[src/rtl/drs_pkg.sv]
package drs_pkg;
  localparam int DRS_SYNC_DEF   = 2;
  localparam int DRS_STAGES_DEF = 2;

  function automatic logic drs_differ(input logic a, input logic b);
    return a ^ b;
  endfunction
endpackage

[src/rtl/drs_sync.sv]
module drs_sync #(
  parameter int SYNC = drs_pkg::DRS_SYNC_DEF
) (
  input  logic clk,
  input  logic rst,
  input  logic d_i,
  output logic q_o
);
  logic [SYNC-1:0] ff_q;

  always_ff @(posedge clk) begin
    if (rst) ff_q <= {SYNC{d_i}};
    else     ff_q <= {ff_q[SYNC-2:0], d_i};
  end

  assign q_o = ff_q[SYNC-1];

  generate
    for (genvar i = 1; i < SYNC; i++) begin : g_chk
      p_sync_shift_r6: assert property (@(posedge clk) disable iff (rst)
        !$past(rst) |-> (ff_q[i] == $past(ff_q[i-1])));
    end
  endgenerate
endmodule

[src/rtl/drs_gate_hold.sv]
module drs_gate_hold (
  input  logic clk,
  input  logic rst,
  input  logic rst_val_i,
  input  logic d_i,
  input  logic open_i,
  output logic q_o
);
  always_ff @(posedge clk) begin
    if (rst)         q_o <= rst_val_i;
    else if (open_i) q_o <= d_i;
  end

  p_frozen_when_fast_r1: assert property (@(posedge clk) disable iff (rst)
    (!$past(rst) && !$past(open_i)) |-> $stable(q_o));
endmodule

[src/rtl/drs_tick_chain.sv]
module drs_tick_chain #(
  parameter int STAGES = drs_pkg::DRS_STAGES_DEF
) (
  input  logic clk,
  input  logic rst,
  input  logic rst_val_i,
  input  logic tick_i,
  input  logic d_i,
  output logic q_o
);
  logic [STAGES-1:0] st_q;

  generate
    for (genvar i = 0; i < STAGES; i++) begin : g_st
      logic nxt;
      if (i == 0) begin : g_head
        assign nxt = d_i;
      end else begin : g_body
        assign nxt = st_q[i-1];
      end
      always_ff @(posedge clk) begin
        if (rst)         st_q[i] <= rst_val_i;
        else if (tick_i) st_q[i] <= nxt;
      end
    end
  endgenerate

  assign q_o = st_q[STAGES-1];

  p_hold_without_tick_r8: assert property (@(posedge clk) disable iff (rst)
    (!$past(rst) && !$past(tick_i)) |-> $stable(q_o));
endmodule

[src/rtl/dir_rev_seq.sv]
module dir_rev_seq #(
  parameter int SYNC   = drs_pkg::DRS_SYNC_DEF,
  parameter int STAGES = drs_pkg::DRS_STAGES_DEF
) (
  input  logic clk,
  input  logic rst,
  input  logic dir_req_i,
  input  logic slow_i,
  input  logic osc_tick_i,
  output logic dir_eff_o,
  output logic inhibit_o,
  output logic tach_req_o
);
  import drs_pkg::*;

  logic dir_s;
  logic dir_s_d;
  logic held_q;

  drs_sync #(.SYNC(SYNC)) u_sync (
    .clk (clk), .rst (rst), .d_i (dir_req_i), .q_o (dir_s)
  );

  drs_gate_hold u_hold (
    .clk (clk), .rst (rst), .rst_val_i (dir_req_i),
    .d_i (dir_s), .open_i (slow_i), .q_o (held_q)
  );

  drs_tick_chain #(.STAGES(STAGES)) u_chain (
    .clk (clk), .rst (rst), .rst_val_i (dir_req_i),
    .tick_i (osc_tick_i), .d_i (held_q), .q_o (dir_eff_o)
  );

  always_ff @(posedge clk) begin
    if (rst) begin
      dir_s_d    <= dir_req_i;
      inhibit_o  <= 1'b0;
      tach_req_o <= 1'b0;
    end else begin
      dir_s_d    <= dir_s;
      inhibit_o  <= drs_differ(dir_s, held_q) | drs_differ(held_q, dir_eff_o);
      tach_req_o <= drs_differ(dir_s, dir_s_d);
    end
  end

  p_inhibit_on_hold_gap_r4: assert property (@(posedge clk) disable iff (rst)
    (dir_s != held_q) |=> inhibit_o);

  p_eff_change_blanked_r4: assert property (@(posedge clk) disable iff (rst)
    (!$past(rst) && !$stable(dir_eff_o)) |-> inhibit_o);

  p_tach_on_toggle_r5: assert property (@(posedge clk) disable iff (rst)
    (!$past(rst) && (dir_s != dir_s_d)) |=> tach_req_o);
endmodule

[config.mk]
export PLATFORM = sky130hd
export DESIGN_NAME = dir_rev_seq
export DESIGN_NICKNAME = d
export VERILOG_FILES = /design/src/rtl/drs_pkg.sv /design/src/rtl/drs_sync.sv /design/src/rtl/drs_gate_hold.sv /design/src/rtl/drs_tick_chain.sv /design/src/rtl/dir_rev_seq.sv
export SDC_FILE = /design/constraint.sdc
export NUM_CORES = 1
export LEC_CHECK = 0
export ABC_AREA = 1
export BUFFER_PORTS_ARGS = -buffer_cell sky130_fd_sc_hd__buf_2
export CORE_AREA = 8 8 45 47
export DETAILED_ROUTE_END_ITERATION = 16
export DIE_AREA = 0 0 53 55
export PLACE_DENSITY = 0.43
export SYNTH_ARGS = -nofsm -noshare
export SYNTH_HDL_FRONTEND = slang
export SYNTH_SLANG_ARGS = --single-unit
[constraint.sdc]
create_clock -name clk -period 1.12 [get_ports clk]
set_clock_uncertainty 0.1 [all_clocks]
set_input_delay 0.168 -clock clk [delete_from_list [all_inputs] [get_ports clk]]
set_output_delay 0.168 -clock clk [all_outputs]
set_load 0.02 [all_outputs]
==> impl_metrics.toml, run 1 <==
[run_status]
outcome = "completed"

[setup_path]
slowest_delay_ns = 0.42
critPathMaxFanout = 2
crit_family = "flip-flops"
endpoint_kind = "output pin"
slowest_stage = "edfxtp_1"
path_class = "register to output pin"
path_buf_inv = 1
start_kind = "register"
critPathArrivalTime_ns = 0.83
required_ns = 0.85
path_cells = "buf_6"

[layout]
drive_above_1_share_pct = 31.1
layout_commonest_cell = "nand2_1"
final_cell_mix = "12 x nand2_1, 6 x buf_2, 5 x dfxtp_1"
final_area_um2 = 399
fin_nets = 51
antenna_cells = 0
area_growth_pct = 40.5

[sta]
worstMarginPinSlew_ns = 0.170
hold_violations = 0
holdWs_ns = 0.0983
setup_tns_ns = 0
setup_violations = 0
slew_violations = 0
post-route-period-util_pct = 98.0
period_minus_slack_ns = 1.10
relSlewSlack_pct = 88.7
max_freq_ghz = 0.911

[logic_synthesis]
synth_top_family_by_area = "simple AND/OR/NAND/NOR gates"
synthesis.area_um2 = 284
ys_ff_latch = 8
yosys.area.top_type_share_pct = 35.2
synth-xor-area-share_pct = 0
yosysTopAreaCell = "dfxtp_1"
yosys.area_share.adder_pct = 0
ys_seq_area_share_pct = 67.0
synthMuxAreaShare_pct = 0
syn_nets = 36
ys.warnings.count = 0
avgSynthCellArea_um2 = 9.16
yosys-top-cells-area = "dfxtp_1 35%, edfxtp_1 32%, nand2_1 17%, or2_1 4.4%, nor2_1 4.0%"
synthSimpleGateAreaFrac_pct = 27.3
synthCells = 31
synth_cell_types = 9
synth_compound_area_share_pct = 1.76

[power_and_ir_drop]
peakVddDrop_v = 0.000590
p_per_area_nw_per_um2 = 1690
total_power_w = 0.000674
p_leak_nw = 0.198

[detailed_routing]
avgRoutedWirePerCell_um = 8.98
drt_iter0_drc = 5
drt-total-wl_um = 548
vias_per_cell = 3.89
vias = 237
drc = 0
detail-route-antenna-nets = 0
first_pass_iters = 4

[global_route]
grtUsageMet2_pct = 5.66
antenna_found_initial = 0
met3_usage_pct = 5.61
grt_max_degree = 7
grt_first_pass_wirelength_um = 890
met1_usage_pct = 3.85
grt_use_total_pct = 4.77
first_global_vias = 218
grt_overflow = 0
grt.busiest_layer = "met2"

[clock_network]
clk_latency_ns = 0.26
htreeDepth = 1
cts_inserted_buffers = 3
clockBufferDepth = 2
clock_sinks = 8
cts_tree = "built"
cts_root_buffer = "clkbuf_4"
path_clk_slew_ns = 0.06

[job]
drv_cap = 0

[die]
floorplan.initialDensity_pct = 20.5
die-area_um2 = 2920
rows = 14
die-height_um = 55
dieWidth_um = 53
ios = 8
coreArea_um2 = 1380

[place]
placed_cell_area_um2 = 339
io_buffers = 7
gp_congestion = 0.653

[min_path]
hold_path_class = "primary input to register"
[worst paths after layout]
path	start	endpoint	slack (ns)	cells past startpoint
max reg2reg	u_chain.q_o	inhibit_o	0.05	6
min reg2reg	u_sync.ff_q[0]	u_sync.ff_q[1]	0.32	2
min	slow_i	u_hold.q_o	0.1	2
max	u_chain.q_o	dir_eff_o	0.02	1
[layer usage]
layer / part of all wire (%) / vias to the layer above
met4: 1.3 / 0
li1: - / 123
met1: 44 / 101
met2: 40 / 11
met5: 0 / -
met3: 15 / 2
[cell usage after synthesis, drive strengths merged]
| library cell | instances |
|---|---|
| nand2 | 13 |
| dfxtp | 5 |
| edfxtp | 3 |
| inv | 3 |
| nor2 | 3 |
| or2 | 2 |
| nand3 | 1 |
| o21ai | 1 |
[kinds of logic (layout without fill, tap and decap cells)]
logic type / count (synthesis) / in the layout
buffers and inverters: 3 / 17
AND/OR/NAND/NOR: 19 / 19
AO/OA/AOI/OAI: 1 / 1
flip-flops: 8 / 8
[repair_timing]
item | in CTS | in global routing
pin swaps | 0 | 0
gates resized for setup | 0 | 3
setup endpoints to repair | 1 | 3
hold buffers | 1 | 0
setup buffers | 1 | 1
hold endpoints to repair | 1 | 0
[report_power, final]
| part | internal (W) | switching (W) | leakage, nW |
|---|---|---|---|
| Combinational | 0.0000410 | 0.0000459 | 0.110 |
| Clock | 0.000137 | 0.000106 | 0.0150 |
| Sequential | 0.000331 | 0.0000125 | 0.0734 |
| Total | 0.000509 | 0.000165 | 0.198 |
[through the flow]
stage	util [%]	worst slack [ns]	std cells
5_1_grt	28.8	-0.00573	61
6_report	28.8	0.0222	61
2_1_floorplan	-	0.213	31
3_5_place_dp	24.5	0.211	54
4_1_cts	27.7	0.00912	60
3_3_place_gp	24.5	0.219	54
[flip-flops by register name, indices dropped and copies added, names as in the netlist]
name	count
dir_s_d	1
inhibit_o	1
tach_req_o	1
u_chain.g_st.nxt	1
u_chain.q_o	1
u_hold.q_o	1
u_sync.ff_q	2
[final cells by class]
type                    count  area, um2
flip-flops and latches      8        190
fillers                   146        985
multi-input cells          20       85.1
clock buffers               4       26.3
repair buffers             10       66.3
well taps                  16       20.0
inverters                   3       11.3
(Power assumes the default switching activity.)
==> inputs of run 2 (changes only) <==
--- a/config.mk
+++ b/config.mk
@@ -8,3 +8,2 @@
 export ABC_AREA = 1
-export BUFFER_PORTS_ARGS = -buffer_cell sky130_fd_sc_hd__buf_2
 export CORE_AREA = 8 8 45 47
@@ -12,3 +11,4 @@
 export DIE_AREA = 0 0 53 55
-export PLACE_DENSITY = 0.43
+export DONT_BUFFER_PORTS = 1
+export PLACE_DENSITY = 0.38
 export SYNTH_ARGS = -nofsm -noshare
==> constraint.sdc (replaced) <==
create_clock -name clk -period 1.12 [get_ports clk]
set_clock_uncertainty 0.1 [all_clocks]
set_input_delay 0.112 -clock clk [delete_from_list [all_inputs] [get_ports clk]]
set_output_delay 0.112 -clock clk [all_outputs]
set_load 0.02 [all_outputs]
==> impl_metrics.toml, run 2 (synthesized netlist as in run 1, its figures left out) <==
[setup_path]
reg2reg_setup_slack_ns = 0.23
reg2reg_from = "u_hold.q_o"
critPathArrivalTime_ns = 0.86
path_buf_inv = 1
required_ns = 0.91
path_class = "register to output pin"
crit_family = "flip-flops"
critPathLaunch = "u_chain.q_o"
reg2reg_depth = 2
slowest_delay_ns = 0.41
endpoint_kind = "output pin"
path_cells = "buf_4"
slowest_stage = "edfxtp_1"
start_kind = "register"
critPathMaxFanout = 3
rr_endpoint = "u_chain.g_st[1].nxt"

[die]
coreArea_um2 = 1380
rows = 14
floorplan.initialDensity_pct = 20.5
die-area_um2 = 2920
ios = 8
dieWidth_um = 53
die-height_um = 55

[detailed_routing]
detail-route-antenna-nets = 0
avgRoutedWirePerCell_um = 10.8
drc = 0
drt-total-wl_um = 604
vias = 229
vias_per_cell = 4.09
first_pass_iters = 4
drt_iter0_drc = 4

[layout]
final_area_um2 = 383
antenna_cells = 0
layout_commonest_cell = "nand2_1"
fin_nets = 46
top_register = "u_sync.ff_q"
drive_above_1_share_pct = 15.0
final_cell_mix = "12 x nand2_1, 5 x dfxtp_1"
largest_register_ffs = 2
area_growth_pct = 34.8

[power_and_ir_drop]
peakVddDrop_v = 0.000466
p_leak_nw = 0.184
p_per_area_nw_per_um2 = 1740

[place]
io_buffers = 0
gp_congestion = 0.706
post-dp-hpwl_um = 417
placed_cell_area_um2 = 312

[clock_network]
cts_inserted_buffers = 3
cts_tree = "built"
cts_root_buffer = "clkbuf_4"
path_clk_slew_ns = 0.06
clock_sinks = 8
clk_latency_ns = 0.27
htreeDepth = 1
clockBufferDepth = 2

[min_path]
hold_depth = 3
hold_path_class = "primary input to register"
worstHoldStart = "rst"
holdPathEnd = "u_sync.ff_q[1]"

[global_route]
first_global_vias = 220
grt_max_degree = 7
grt_use_total_pct = 5.09
antenna_found_initial = 0
grt_first_pass_wirelength_um = 945
grt_overflow = 0

[sta]
grt_setup_unrepaired = "false"
post-route-period-util_pct = 95.9
relSlewSlack_pct = 83.8
period_minus_slack_ns = 1.07
setup_violations = 0
max_freq_ghz = 0.931
hold_violations = 0
slew_violations = 0
worstMarginPinSlew_ns = 0.243
setup_tns_ns = 0

[job]
drv_cap = 0

[run_status]
outcome = "completed"
run 2: worst max-delay path by stage:
stage	endpoint	slack, ns	cells after the start
final	dir_eff_o	0.05	1
after global routing	dir_eff_o	0.006	1
after CTS	u_chain.g_st[1].nxt	0.01	3
after detailed placement	u_chain.g_st[1].nxt	0.25	2
after global placement	u_chain.g_st[1].nxt	0.26	2
after floorplan	inhibit_o	0.21	4
run 2: cell type report:
type	count	area (um2)
clock buffers	4	26.3
fillers	161	1000
inverters	3	11.3
multi-input cells	20	85.1
flip-flops and latches	8	190
well taps	16	20.0
repair buffers	5	50.0
run 2: report_power, final:
part           internal (W)  leakage, nW  switching, W  total (W)
combinational     0.0000282       0.0954     0.0000322  0.0000604
sequential         0.000332       0.0734     0.0000237   0.000355
clock              0.000137       0.0150      0.000113   0.000250
total              0.000497        0.184      0.000169   0.000666
run 2: tightest hold or removal path, delay by kind of cell:
| family | cells | cell delay (ns) |
|---|---|---|
| buffers and inverters | 1 | 0.29 |
| AND/OR/NAND/NOR | 2 | 0.18 |
run 2: per-layer routing:
metal	part of all wire, %	track usage (%)	up-vias	wire length [um]
met1	40	5.05	105	244
met2	42	5.47	9	253
met5	0	0	-	0
li1	-	-	112	-
met3	13	3.74	3	76
met4	4.8	7.76	0	29
run 2: what timing repair did:
action                     CTS  global route
hold endpoints to repair     9             0
setup endpoints to repair    0             2
resized for setup            0             2
buffers inserted             0             0
hold buffers                 4             0
run 2: through the flow:
stage / hold WS [ns] / cells / total power [W] / setup slack (ns) / util (%)
6_report: 0.257 / 56 / 0.000666 / 0.0461 / 27.7
5_1_grt: 0.282 / 56 / 0.000712 / 0.00551 / 27.7
4_1_cts: 0.314 / 56 / 0.000679 / 0.0105 / 27.3
3_5_place_dp: 0.0398 / 48 / 0.000407 / 0.249 / 22.5
3_3_place_gp: 0.0399 / 48 / 0.000407 / 0.261 / 22.5
2_1_floorplan: 0.0397 / 31 / 0.000392 / 0.213 / -
